`src/rtl/dpskm_pkg.sv`:
```
package dpskm_pkg;

  // Next value of a wrapping tick counter with period 'period'.
  function automatic int unsigned wrap_next(input int unsigned cnt, input int unsigned period);
    return (cnt >= period - 1) ? 0 : cnt + 1;
  endfunction

  // True when 'cnt' is in the second half of a cycle of length 'period'.
  function automatic logic upper_half(input int unsigned cnt, input int unsigned period);
    return (cnt % period) >= (period / 2);
  endfunction

  // Phase after a boundary: a 1 inverts, a 0 keeps.
  function automatic logic keyed_phase(input logic phase, input logic take, input logic bit_in);
    return phase ^ (take & bit_in);
  endfunction

endpackage

```
`src/rtl/dpskm_bit_timer.sv`:
```
module dpskm_bit_timer #(
  parameter int unsigned TICKS_PER_BIT = 128
) (
  input  logic clk,
  input  logic rst,
  input  logic tick_en,
  output logic bit_start
);
  import dpskm_pkg::*;

  localparam int unsigned CW = (TICKS_PER_BIT > 1) ? $clog2(TICKS_PER_BIT) : 1;

  logic [CW-1:0] cnt_q;

  always_ff @(posedge clk) begin
    if (rst)
      cnt_q <= '0;
    else if (tick_en)
      cnt_q <= CW'(wrap_next(int'(cnt_q), TICKS_PER_BIT));
  end

  assign bit_start = (cnt_q == '0);

endmodule

```
`src/rtl/dpskm_carrier_ctr.sv`:
```
module dpskm_carrier_ctr #(
  parameter int unsigned TICKS_PER_CYCLE = 32
) (
  input  logic clk,
  input  logic rst,
  input  logic tick_en,
  output logic upper
);
  import dpskm_pkg::*;

  localparam int unsigned CW = (TICKS_PER_CYCLE > 1) ? $clog2(TICKS_PER_CYCLE) : 1;

  logic [CW-1:0] cnt_q;

  always_ff @(posedge clk) begin
    if (rst)
      cnt_q <= '0;
    else if (tick_en)
      cnt_q <= CW'(wrap_next(int'(cnt_q), TICKS_PER_CYCLE));
  end

  assign upper = upper_half(int'(cnt_q), TICKS_PER_CYCLE);

endmodule

```
`src/rtl/dpskm_phase_reg.sv`:
```
module dpskm_phase_reg (
  input  logic clk,
  input  logic rst,
  input  logic take,
  input  logic bit_in,
  output logic phase_now,
  output logic phase_next
);
  import dpskm_pkg::*;

  logic phase_q;

  assign phase_next = keyed_phase(phase_q, take, bit_in);

  always_ff @(posedge clk) begin
    if (rst)
      phase_q <= 1'b0;
    else
      phase_q <= phase_next;
  end

  assign phase_now = phase_q;

endmodule

```
`src/rtl/dpsk_sqw_mod.sv`:
```
module dpsk_sqw_mod #(
  parameter int unsigned TICKS_PER_BIT   = 128,
  parameter int unsigned TICKS_PER_CYCLE = 32
) (
  input  logic clk,
  input  logic rst,
  input  logic tick_en,
  input  logic data_in,
  output logic carrier_out,
  output logic sym_strobe,
  output logic phase_q
);

  logic bit_start;
  logic carrier_half;
  logic strobe;
  logic phase_now;
  logic phase_next;
  logic out_q;

  dpskm_bit_timer #(.TICKS_PER_BIT(TICKS_PER_BIT)) u_bit (
    .clk       (clk),
    .rst       (rst),
    .tick_en   (tick_en),
    .bit_start (bit_start)
  );

  dpskm_carrier_ctr #(.TICKS_PER_CYCLE(TICKS_PER_CYCLE)) u_car (
    .clk     (clk),
    .rst     (rst),
    .tick_en (tick_en),
    .upper   (carrier_half)
  );

  assign strobe = tick_en & bit_start;

  dpskm_phase_reg u_ph (
    .clk        (clk),
    .rst        (rst),
    .take       (strobe),
    .bit_in     (data_in),
    .phase_now  (phase_now),
    .phase_next (phase_next)
  );

  // Output carries the polarity of the tick just consumed, new phase included.
  always_ff @(posedge clk) begin
    if (rst)
      out_q <= 1'b0;
    else if (tick_en)
      out_q <= carrier_half ^ phase_next;
  end

  assign carrier_out = out_q;
  assign sym_strobe  = strobe;
  assign phase_q     = phase_now;

endmodule

```
`config.mk`:
```
export PLATFORM = sky130hd
export DESIGN_NAME = dpsk_sqw_mod
export DESIGN_NICKNAME = d
export VERILOG_FILES = /design/src/rtl/dpskm_pkg.sv /design/src/rtl/dpskm_bit_timer.sv /design/src/rtl/dpskm_carrier_ctr.sv /design/src/rtl/dpskm_phase_reg.sv /design/src/rtl/dpsk_sqw_mod.sv
export SDC_FILE = /design/constraint.sdc
export NUM_CORES = 1
export LEC_CHECK = 0
export BUFFER_PORTS_ARGS = -buffer_cell sky130_fd_sc_hd__buf_2
export CORE_MARGIN = 3
export CORE_UTILIZATION = 55
export DETAILED_ROUTE_END_ITERATION = 16
export MAX_ROUTING_LAYER = met4
export PLACE_DENSITY = 0.84
export SLEW_MARGIN = 20
export SYNTH_ARGS = -nofsm -noshare
export SYNTH_HDL_FRONTEND = slang
export SYNTH_SLANG_ARGS = --single-unit
```
`constraint.sdc`:
```
create_clock -name clk -period 2.6 [get_ports clk]
set_input_delay 0.13 -clock clk [delete_from_list [all_inputs] [get_ports clk]]
set_output_delay 0.13 -clock clk [all_outputs]
set_load 0.01 [all_outputs]
```
-- Yosys cells after proc, flatten, opt, wreduce, memory -nomap -nowiden
Index checks and enable logic that the tools add are counted.
- bits in registers: 14
- bits of input ports: 4
- output and inout port bits: 3
- logic and storage cells: 16
- add/subtract/negate cells: 2
- $lt $le $gt $ge: 3
- multiplexer cells: 2
- bitwise operators: 4
- reduce and logical (&&, ||, !) cells: 1
- operator list (kind ; number):
    >= comparator 5 bit (second input constant) ; 2
    adder 7 x 1 -> 7 bit (second input constant) ; 1
    >= comparator 7 bit (second input constant) ; 1
    zero test 7 bit ; 1
    two-way mux 7 bit ; 1
    adder 5 x 1 -> 5 bit (second input constant) ; 1
    two-way mux 5 bit ; 1
    AND 1 bit ; 2
    XOR 1 bit ; 2

-- Depth between registers and ports, before layout
Gate-level depths: netlist of the first run.
- depth after elaboration: 5
- mapped depth: 6
- gate-level depth less buffers: 6

-- Modules after synthesis
A second synthesis of the first run with hierarchy kept.
- cells, all modules: 84
- area, all modules: 744.5 um2
- by module, submodules not included (module ; instances ; cells an instance ; area each (um2) ; sequential area each (um2)):
    dpskm_bit_timer ; 1 ; 42 ; 364.1 ; 140.1
    dpskm_carrier_ctr ; 1 ; 31 ; 271.5 ; 100.1
    dpskm_phase_reg ; 1 ; 6 ; 57.6 ; 20.0
    dpsk_sqw_mod ; 1 ; 5 ; 51.3 ; 20.0

-- Worst setup path before layout of the first run
No wires, ideal clock.
- kind: reg2reg
- from: reg u_car.cnt_q[0]
- to: reg u_car.cnt_q[3]
- library setup time: 70 ps
- arrival time: 1509 ps
- data required time: 2530 ps
- setup slack: 1020 ps
- cell stages (with the launch flop): 6
- path buffers: 0
- clock period less this slack: 1580 ps
- cell sequence: dfxtp_1 > ha_1 > and3_1 > ha_1 > or4_1 > a21oi_1
- word-level cells in the longest chain between the ends: 2
- elaborated cells on any way between the ends: 3
- classes of those cells: 1 x add/sub; 1 x order compare; 1 x mux
- RTL lines (item ; line ; text):
    start, declared ; dpskm_carrier_ctr.sv:13 ; logic [CW-1:0] cnt_q;
    start signal, assigned ; dpskm_carrier_ctr.sv:19 ; cnt_q <= CW'(wrap_next(int'(cnt_q), TICKS_PER_CYCLE));
    adder 5 x 1 -> 5 bit / >= comparator 5 bit (equally long branches) ; dpskm_pkg.sv:5 ; return (cnt >= period - 1) ? 0 : cnt + 1;
    two-way mux 5 bit (*) ; dpskm_pkg.sv:5 ;
Mark *: on every way between the ends. The rest lies on a longest branch, timed or not.
A chain may end at the register's enable or synchronous reset.

-- Final worst setup path of the first run
- from: reg u_bit.cnt_q[0]
- to: out sym_strobe
- word-level cells in the longest chain between the ends: 2
- RTL lines (item ; line ; text):
    start, declared ; dpskm_bit_timer.sv:13 ; logic [CW-1:0] cnt_q;
    start signal, assigned ; dpskm_bit_timer.sv:19 ; cnt_q <= CW'(wrap_next(int'(cnt_q), TICKS_PER_BIT));
    zero test 7 bit ; dpskm_bit_timer.sv:22 ; assign bit_start = (cnt_q == '0);
    AND 1 bit ; dpsk_sqw_mod.sv:35 ; assign strobe = tick_en & bit_start;
    end, declared ; dpsk_sqw_mod.sv:10 ; output logic sym_strobe,
No other way between the ends.

==> impl_metrics.py, run 1 <==
metrics = {
    "power_and_ir_drop": {
        "powerDensity_nw_per_um2": 499.4,
        "irDropWorstVdd_mv": 0.3379,
        "leakage_nw": 0.3258,
    },
    "flow_run": {
        "cap_violations": 0,
    },
    "sta": {
        "skew_ns": 0.001930,
        "setup_viol": 0,
        "max_freq_ghz": 0.5429,
        "period_minus_slack_ns": 1.842,
        "setup_tns_ns": 0,
        "finalHoldViolCount": 0,
        "slew_headroom_pct": 72.88,
        "rsz0062_at_grt": "no",
        "finalMaxSlewViolations": 0,
        "whs_ns": 0.1786,
        "setup_slack_ns": 0.7581,
        "min_period_over_period_pct": 70.84,
        "tightest_slew_ns": 0.4011,
    },
    "synthesis": {
        "yosys_register_bits": 14,
        "yosysTopAreaCell": "dfxtp_1",
        "async_flop_share_pct": 0,
        "syn-instance-count": 86,
        "syn_avg_cell_area_um2": 8.744,
        "synth_top_area_share_pct": 37.27,
        "ys_top_cells_by_area": "dfxtp_1, ha_1, a21oi_1",
        "synth_seq_area_share_pct": 37.27,
        "synth.distinct_cells": 32,
        "synth-edff-count": 0,
        "synth_flop_cell": "dfxtp_1",
        "postSynthNetCount": 94,
        "netlist_area_um2": 752.0,
        "synth_warnings": 0,
    },
    "drt": {
        "drt_drc_violations_left": 0,
        "drt-initial-drc-count": 13,
        "avgViaCountPerCell": 6.243,
        "wl_per_cell_um": 13.80,
        "ant_nets": 0,
        "vias": 668,
        "drt_wl_total_mm": 1.477,
        "firstDrtPassIters": 3,
    },
    "die": {
        "pin_count": 7,
        "core-area_um2": 1186,
        "die_h_um": 42.98,
        "die_w_um": 42.98,
        "floorplan.initialDensity_pct": 63.40,
        "die-area_um2": 1847,
        "placementRows": 12,
    },
    "layout": {
        "nets": 103,
        "diodes": 0,
        "drive_gt1_share_pct": 12.90,
        "final_util_pct": 68.67,
        "syn_to_final_growth_pct": 8.319,
    },
    "setup_path": {
        "path_cells": "inv_1, ha_1, or4b_4, nor4_1, buf_2",
        "r2r-start": "u_car.cnt_q[0]$_SDFFE_PP0P_",
        "critical_path.max_fanout": 6,
        "crit_arrival_ns": 1.71,
        "path_class": "flip-flop to output port",
        "start_kind": "flip-flop",
        "max_stage_delay_ns": 0.48,
        "crit_slowest_cell": "or4b_4",
        "cp_num_buf_inv": 2,
        "cp-startpoint": "u_bit.cnt_q[0]$_SDFFE_PP0P_",
        "path_delay_family": "simple AND/OR/NAND/NOR gates",
        "worstSetupEndpointType": "output port",
        "required_ns": 2.47,
    },
    "grt": {
        "grt_util_all_layers_pct": 17.58,
        "antenna_found_initial": 0,
        "grt_pass1_wl_mm": 2.484,
        "first_global_vias": 613,
        "grt_max_degree": 17,
        "grt.overflow.total": 0,
    },
    "place": {
        "portBuffers": 6,
        "gp_congestion": 0.8218,
        "dp_hpwl_mm": 1.027,
        "pre_cts_slack_ns": 0.9304,
    },
    "cts": {
        "clk_pin_slew_ns": 0.08,
        "root_buffer": "clkbuf_4",
        "cts_buffer_depth": 2,
        "postCtsHoldBufs": 0,
        "htreeDepth": 1,
        "insertion_delay_ns": 0.27,
        "cts_setup_buffers": 0,
        "clock-sinks": 14,
        "post_cts_resized": 0,
        "numCtsBuffers": 3,
        "cts_tree": "yes",
    },
    "worst_hold_path": {
        "hold_path_class": "primary input to flip-flop",
        "min-delay-start": "rst",
    },
    "status": {
        "status": "finished clean",
    },
}
==> logic make-up (layout without fill, tap and decap cells) <==
| group | count (synthesis) | in the layout | share of synthesized area (%) |
|---|---|---|---|
| AOI/OAI and AO/OA | 18 | 18 | 14.64 |
| xor gates and xnor gates | 4 | 4 | 4.660 |
| adders and majority gates | 4 | 4 | 6.656 |
| buffers and inverters | 6 | 13 | 2.995 |
| DFF | 14 | 14 | 37.27 |
| muxes | 1 | 1 | 1.331 |
| and+or+nand+nor | 39 | 39 | 32.45 |
==> worst paths after layout <==
| check | end | slack (ns) | cells after the start |
|---|---|---|---|
| max | sym_strobe | 0.76 | 5 |
| min | u_car.cnt_q[1]$_SDFFE_PP0P_ | 0.18 | 2 |
| max reg2reg | u_car.cnt_q[3]$_SDFFE_PP0P_ | 0.92 | 5 |
| min reg2reg | carrier_out$_SDFFE_PP0P_ | 0.51 | 2 |
==> registers in the layout, indices dropped and copies added, names as in the netlist <==
name and cells:
carrier_out 1, u_ph.phase_now 1, u_car.cnt_q 5, u_bit.cnt_q 7
==> synth_stat cells, types with 2 or more instances <==
cell type	n
o211ai_1	3
nor4bb_1	3
nand2_1	6
nor2_1	8
dfxtp_1	14
nor4b_1	2
inv_1	3
ha_1	4
a21oi_1	6
xor2_1	3
nand3_1	4
clkbuf_1	2
or3_1	2
a31oi_1	3
nand4_1	4
o21ai_0	3
==> power breakdown <==
part	internal, mW	leakage (nW)	switching, mW
combinational	0.0264	0.198	0.0299
sequential	0.223	0.114	0.0109
clock	0.0535	0.0138	0.0635
total	0.303	0.326	0.104
==> final cells by class <==
cell class	instances	area, µm²
tap	14	17.52
clock buffer	3	22.52
timing repair buffer	6	30.03
multi-input combinational	66	449.2
sequential	14	280.3
fill	100	371.6
inverter	4	15.01
==> placed cells by master, fill, tap and decap left out, drive strengths merged <==
| master | count |
|---|---|
| a21o | 1 |
| a21oi | 6 |
| a31oi | 3 |
| a41o | 1 |
| and3 | 1 |
| and4 | 1 |
| and4b | 1 |
| buf | 6 |
| clkbuf | 3 |
| dfxtp | 14 |
| ha | 4 |
| inv | 4 |
| mux2i | 1 |
| nand2 | 6 |
| nand3 | 4 |
| nand3b | 1 |
| nand4 | 4 |
| nand4bb | 1 |
| nor2 | 8 |
| nor2b | 1 |
| nor3b | 1 |
| nor4 | 1 |
| nor4b | 2 |
| nor4bb | 3 |
| o211ai | 3 |
| o21ai | 3 |
| o22ai | 1 |
| or3 | 2 |
| or4 | 1 |
| or4b | 1 |
| xnor2 | 1 |
| xor2 | 3 |
==> metal layers <==
metal	part of all wire, %	GRT usage, %	vias up	wire length [µm]
met5	0	-	-	0
met4	0.61	7.831	0	9
met3	2.8	3.814	2	41
met2	43	23.95	8	637
met1	53	24.62	315	789
li1	-	-	343	-
==> worst reg2reg max path, cell delays in order, from the launching register on <==
cell,delay [ns]
dfxtp_1,0.35
ha_1,0.23
and3_1,0.19
ha_1,0.23
or4_1,0.48
a21oi_1,0.15
==> metrics by stage <==
stage	cell area, µm²	instances	power, mW
floorplan	752.0	86	0.2772
detailed placement	792.0	104	0.2942
CTS	814.5	107	0.4088
global route	814.5	107	0.4275
global placement	792.0	104	0.2915
finish	814.5	107	0.4068
(Power assumes the default switching activity.)
==> run 2, diff against run 1 <==
Settings changed: ABC_AREA from default to 1.
Clock period 2.6 ns to 1.9 ns, I/O delays scaled along.
==> impl_metrics.py, run 2 <==
metrics = {
    "layout": {
        "final.fill_count": 110,
        "max_flop_register": "u_bit.cnt_q",
        "nets": 121,
        "diodes": 0,
        "syn_to_final_growth_pct": 9.169,
        "mostFrequentLayoutCells": "nand2_1, nor2_1, inv_1, dfxtp_1, a21oi_1",
        "mostFrequentLayoutCell": "nand2_1",
        "top_regs": "u_bit.cnt_q (7), u_car.cnt_q (5)",
        "final_area_um2": 789.5,
        "regArea_um2": 280.3,
        "largest_reg_flops": 7,
        "drive_gt1_share_pct": 11.71,
        "multi_input_area_um2": 382.9,
    },
    "setup_path": {
        "r2r-end": "u_bit.cnt_q[4]$_SDFFE_PP0P_",
        "start_kind": "flip-flop",
        "path_class": "flip-flop to flip-flop",
        "r2r_setup_slack_ns": 0.35,
        "worst_r2r_path_depth": 6,
        "critical_path.max_fanout": 7,
        "r2r-start": "u_bit.cnt_q[0]$_SDFFE_PP0P_",
        "crit_arrival_ns": 1.70,
        "worstSetupEndpointType": "flip-flop",
        "required_ns": 2.05,
    },
    "worst_hold_path": {
        "min_path_cells": 2,
        "min_to": "u_ph.phase_now$_SDFF_PP0_",
        "hold_path_class": "primary input to flip-flop",
        "min-delay-start": "rst",
    },
    "synthesis": {
        "syn_avg_cell_area_um2": 7.021,
        "ys_top_cells_by_area": "dfxtp_1, nand2_1, nor2_1",
        "synth_top_cells_by_count": "nand2_1, nor2_1, dfxtp_1, inv_1, a21oi_1",
        "synthMostInstantiatedCell": "nand2_1",
        "synth_flop_cell": "dfxtp_1",
        "syn-instance-count": 103,
        "synth-edff-count": 0,
        "synth_top_area_share_pct": 38.75,
        "synth_seq_area_share_pct": 38.75,
        "yosysTopAreaCell": "dfxtp_1",
        "netlist_area_um2": 723.2,
        "synth_warnings": 0,
        "async_flop_share_pct": 0,
        "yosys_register_bits": 14,
        "synth.distinct_cells": 19,
        "postSynthNetCount": 111,
    },
    "power_and_ir_drop": {
        "irDropWorstVdd_mv": 0.4924,
        "powerDensity_nw_per_um2": 699.9,
        "leakage_nw": 0.3453,
    },
    "grt": {
        "grt_pass1_wl_mm": 2.463,
        "first_global_vias": 573,
        "grt_max_degree": 15,
        "met2_usage_pct": 28.88,
        "grt-busiest-layer": "met2",
        "met3_usage_pct": 3.863,
        "use_met1_pct": 23.30,
        "grt.overflow.total": 0,
        "antenna_found_initial": 0,
        "grt_util_all_layers_pct": 18.82,
    },
    "place": {
        "dp_hpwl_mm": 1.047,
        "portBuffers": 6,
        "dpl_cell_area_um2": 767.0,
        "gp_congestion": 0.8299,
    },
    "die": {
        "placementRows": 12,
        "die_w_um": 42.26,
        "floorplan.initialDensity_pct": 61.75,
        "die-area_um2": 1786,
        "die_h_um": 42.26,
        "pin_count": 7,
        "core-area_um2": 1171,
    },
    "cts": {
        "cts_setup_buffers": 0,
        "cts_buffer_depth": 2,
        "cts_tree": "yes",
        "insertion_delay_ns": 0.28,
        "post_cts_resized": 0,
        "numCtsBuffers": 3,
        "root_buffer": "clkbuf_4",
        "clk_pin_slew_ns": 0.08,
        "htreeDepth": 1,
        "clock-sinks": 14,
        "postCtsHoldBufs": 0,
    },
    "drt": {
        "drt_wl_total_mm": 1.332,
        "drt-initial-drc-count": 17,
        "ant_nets": 0,
        "avgViaCountPerCell": 5.424,
        "wl_per_cell_um": 10.66,
        "drt_drc_violations_left": 0,
        "firstDrtPassIters": 4,
        "vias": 678,
    },
    "sta": {
        "skew_ns": 0.002082,
        "setup_tns_ns": 0,
        "max_freq_ghz": 0.6446,
        "finalHoldViolCount": 0,
        "slew_headroom_pct": 68.75,
        "setup_viol": 0,
        "min_period_over_period_pct": 81.65,
        "rsz0062_at_grt": "no",
        "period_minus_slack_ns": 1.551,
        "tightest_slew_ns": 0.4656,
        "finalMaxSlewViolations": 0,
    },
    "flow_run": {
        "cap_violations": 0,
    },
    "status": {
        "status": "finished clean",
    },
}
-- run 2: changes by cell type in the layout (fill, tap and decap cells not counted), moves of 3 or more --
| cell | change |
|---|---|
| nand2_1 | +12 |
| inv_1 | +11 |
| nor2_1 | +8 |
| nor3_1 | +5 |
| nand3_1 | +4 |
| a21oi_1 | +3 |
| a31oi_1 | -3 |
| nand4_1 | -3 |
| nor4bb_1 | -3 |
| o211ai_1 | -3 |
-- run 2: worst max-delay path, stage by stage, from the launching register on --
cell	delay, ns
dfxtp_1	0.41
ha_1	0.19
inv_1	0.06
a21oi_1	0.18
nand3_1	0.10
o21ai_1	0.40
nor2_1	0.09
-- run 2: cell type report --
cell class	instances	area share [%]
Timing Repair Buffer	6	3.803
Tap cell	14	2.219
Inverter	15	7.132
Sequential cell	14	35.50
Clock buffer	3	2.853
Multi-Input combinational cell	73	48.49
-- run 2: worst max-delay path by stage --
| stage | start | to | slack [ns] | cells after the start |
|---|---|---|---|---|
| after global placement | u_bit.cnt_q[0]$_SDFFE_PP0P_ | u_bit.cnt_q[4]$_SDFFE_PP0P_ | 0.52 | 6 |
| after floorplan | u_bit.cnt_q[0]$_SDFFE_PP0P_ | u_bit.cnt_q[4]$_SDFFE_PP0P_ | 0.61 | 6 |
| after global routing | u_bit.cnt_q[0]$_SDFFE_PP0P_ | u_bit.cnt_q[4]$_SDFFE_PP0P_ | 0.24 | 6 |
| after detailed placement | u_bit.cnt_q[0]$_SDFFE_PP0P_ | u_bit.cnt_q[2]$_SDFFE_PP0P_ | 0.40 | 6 |
| final | u_bit.cnt_q[0]$_SDFFE_PP0P_ | u_bit.cnt_q[4]$_SDFFE_PP0P_ | 0.35 | 6 |
| after CTS | u_bit.cnt_q[0]$_SDFFE_PP0P_ | u_bit.cnt_q[4]$_SDFFE_PP0P_ | 0.36 | 6 |
-- run 2: cells by family after synthesis --
logic type	synth area share, %
DFF	38.75
AOI/OAI and AO/OA	9.688
buffers and inverters	8.303
and+or+nand+nor	32.70
adders and majority gates	6.921
xor gates and xnor gates	3.634
-- run 2: metrics by stage --
stage                     utilization [%]  total power [mW]  cells  setup WS (ns)  hold WS (ns)
after floorplan                         -            0.3760    103         0.6121        0.1641
after global placement              65.49            0.3952    122         0.5179        0.3347
after detailed placement            65.49            0.3983    122         0.3983        0.3334
after CTS                           67.41            0.5583    125         0.3606       0.03517
after global routing                67.41            0.5871    125         0.2366       0.04499
final                               67.41            0.5525    125         0.3486       0.03875
-- run 2: where the power goes --
part	internal, mW	switching [mW]
Clock	0.0735	0.0881
Combinational	0.0296	0.0438
Sequential	0.306	0.0114
Total	0.409	0.143
-- run 2: routing by layer --
metal  part of all wire, %  vias up
met1                    46      305
li1                      -      348
met5                     0        -
met3                   6.2        5
met2                    46       20
met4                   2.3        0
==> run 3, diff against run 2 <==
Clock period 1.9 ns to 1.45 ns, I/O delays scaled along.
==> impl_metrics.py, run 3 (synthesized netlist as in run 2, its figures left out) <==
metrics = {
    "status": {
        "status": "finished clean",
    },
    "setup_path": {
        "start_kind": "flip-flop",
        "crit_arrival_ns": 1.28,
        "required_ns": 1.38,
        "r2r-end": "u_bit.cnt_q[2]$_SDFFE_PP0P_",
        "critical_path.max_fanout": 5,
        "path_class": "flip-flop to output port",
        "r2r_setup_slack_ns": 0.14,
        "worstSetupEndpointType": "output port",
        "r2r-start": "u_bit.cnt_q[1]$_SDFFE_PP0P_",
        "worst_r2r_path_depth": 7,
    },
    "sta": {
        "setup_viol": 0,
        "whs_ns": 0.02465,
        "finalMaxSlewViolations": 0,
        "skew_ns": 0.005760,
        "rsz0062_at_grt": "no",
        "slew_headroom_pct": 83.94,
        "max_freq_ghz": 0.7421,
        "period_minus_slack_ns": 1.348,
        "setup_tns_ns": 0,
        "min_period_over_period_pct": 92.94,
        "finalHoldViolCount": 0,
        "tightest_slew_ns": 0.2396,
    },
    "grt": {
        "grt_max_degree": 10,
        "antenna_found_initial": 0,
        "grt.overflow.total": 0,
        "grt-busiest-layer": "met2",
        "met3_usage_pct": 2.575,
        "use_met1_pct": 23.24,
        "met2_usage_pct": 26.75,
        "grt_pass1_wl_mm": 2.415,
        "first_global_vias": 594,
        "grt_util_all_layers_pct": 17.63,
    },
    "layout": {
        "mostFrequentLayoutCells": "nand2_1, nor2_1, inv_1, dfxtp_1",
        "syn_to_final_growth_pct": 13.84,
        "top_regs": "u_bit.cnt_q (7), u_car.cnt_q (5)",
        "drive_gt1_share_pct": 15.79,
        "diodes": 0,
        "nets": 123,
        "largest_reg_flops": 7,
        "final.fill_count": 106,
        "mostFrequentLayoutCell": "nand2_1",
        "fin_cells": 128,
        "final_util_pct": 70.30,
        "max_flop_register": "u_bit.cnt_q",
    },
    "die": {
        "die_h_um": 42.26,
        "placementRows": 12,
        "die-area_um2": 1786,
        "die_w_um": 42.26,
        "core-area_um2": 1171,
        "pin_count": 7,
        "floorplan.initialDensity_pct": 61.75,
    },
    "drt": {
        "wl_per_cell_um": 11.09,
        "vias": 668,
        "avgViaCountPerCell": 5.219,
        "drt_drc_violations_left": 0,
        "drt_wl_total_mm": 1.419,
        "drt-initial-drc-count": 17,
        "firstDrtPassIters": 4,
        "ant_nets": 0,
    },
    "place": {
        "dp_hpwl_mm": 1.016,
        "dp.cells": 124,
        "gp_congestion": 0.8142,
        "portBuffers": 6,
    },
    "cts": {
        "cts_setup_buffers": 0,
        "clk_pin_slew_ns": 0.09,
        "htreeDepth": 1,
        "insertion_delay_ns": 0.28,
        "cts_buffer_depth": 2,
        "cts_tree": "yes",
        "clock-sinks": 14,
        "root_buffer": "clkbuf_4",
        "numCtsBuffers": 3,
    },
    "power_and_ir_drop": {
        "leakage_nw": 0.3631,
        "powerDensity_nw_per_um2": 971.4,
        "irDropWorstVdd_mv": 0.5505,
    },
    "worst_hold_path": {
        "min-delay-start": "rst",
        "min_path_cells": 2,
        "hold_path_class": "primary input to flip-flop",
        "min_to": "u_car.cnt_q[1]$_SDFFE_PP0P_",
    },
    "flow_run": {
        "cap_violations": 0,
    },
}
==> run 3: cell type report <==
type | count | area [µm²] | area share [%]
Clock buffer | 4 | 36.28 | 4.407
Inverter | 15 | 56.30 | 6.839
Multi-Input combinational cell | 73 | 386.6 | 46.96
Sequential cell | 14 | 281.5 | 34.19
Tap cell | 14 | 17.52 | 2.128
Timing Repair Buffer | 8 | 45.04 | 5.471
==> run 3: worst max-delay path by stage <==
stage / startpoint / end / cells after the start
CTS: u_bit.cnt_q[0]$_SDFFE_PP0P_ / sym_strobe / 5
floorplan: u_bit.cnt_q[0]$_SDFFE_PP0P_ / u_bit.cnt_q[4]$_SDFFE_PP0P_ / 6
global placement: u_car.cnt_q[0]$_SDFFE_PP0P_ / u_car.cnt_q[1]$_SDFFE_PP0P_ / 7
detailed placement: u_car.cnt_q[0]$_SDFFE_PP0P_ / u_car.cnt_q[0]$_SDFFE_PP0P_ / 7
global route: u_bit.cnt_q[1]$_SDFFE_PP0P_ / sym_strobe / 5
finish: u_bit.cnt_q[0]$_SDFFE_PP0P_ / sym_strobe / 5
==> run 3: what timing repair did <==
| item | in CTS | in global routing |
|---|---|---|
| gates resized for setup | 0 | 2 |
| hold buffers | 0 | 0 |
| setup endpoints to repair | 0 | 6 |
==> run 3: critical path: stages (launching register included) <==
cell	delay [ns]
dfxtp_2	0.35
inv_1	0.09
ha_1	0.16
nand3_1	0.13
nor2_4	0.14
buf_2	0.13
==> run 3: per-layer routing <==
layer  wire, µm  vias up
met3         67        4
met2        633       17
met1        704      296
met4         14        0
li1           -      351
met5          0        -
==> run 3: report_power, final <==
part / total, mW / switching [mW] / leakage (nW) / internal, mW
logic: 0.103 / 0.0607 / 0.228 / 0.0423
clock network: 0.279 / 0.126 / 0.0210 / 0.153
registers: 0.418 / 0.0163 / 0.115 / 0.402
total: 0.800 / 0.203 / 0.363 / 0.597
==> run 3: per-stage QoR <==
| stage | worst slack, ns | total power, mW | instance area [µm²] |
|---|---|---|---|
| after floorplan | 0.1621 | 0.4927 | 723.2 |
| after global placement | 0.1586 | 0.5216 | 782.0 |
| after detailed placement | 0.1159 | 0.5274 | 782.0 |
| after CTS | 0.06031 | 0.8055 | 818.3 |
| after global routing | 0.005380 | 0.8417 | 823.3 |
| final | 0.1024 | 0.7997 | 823.3 |
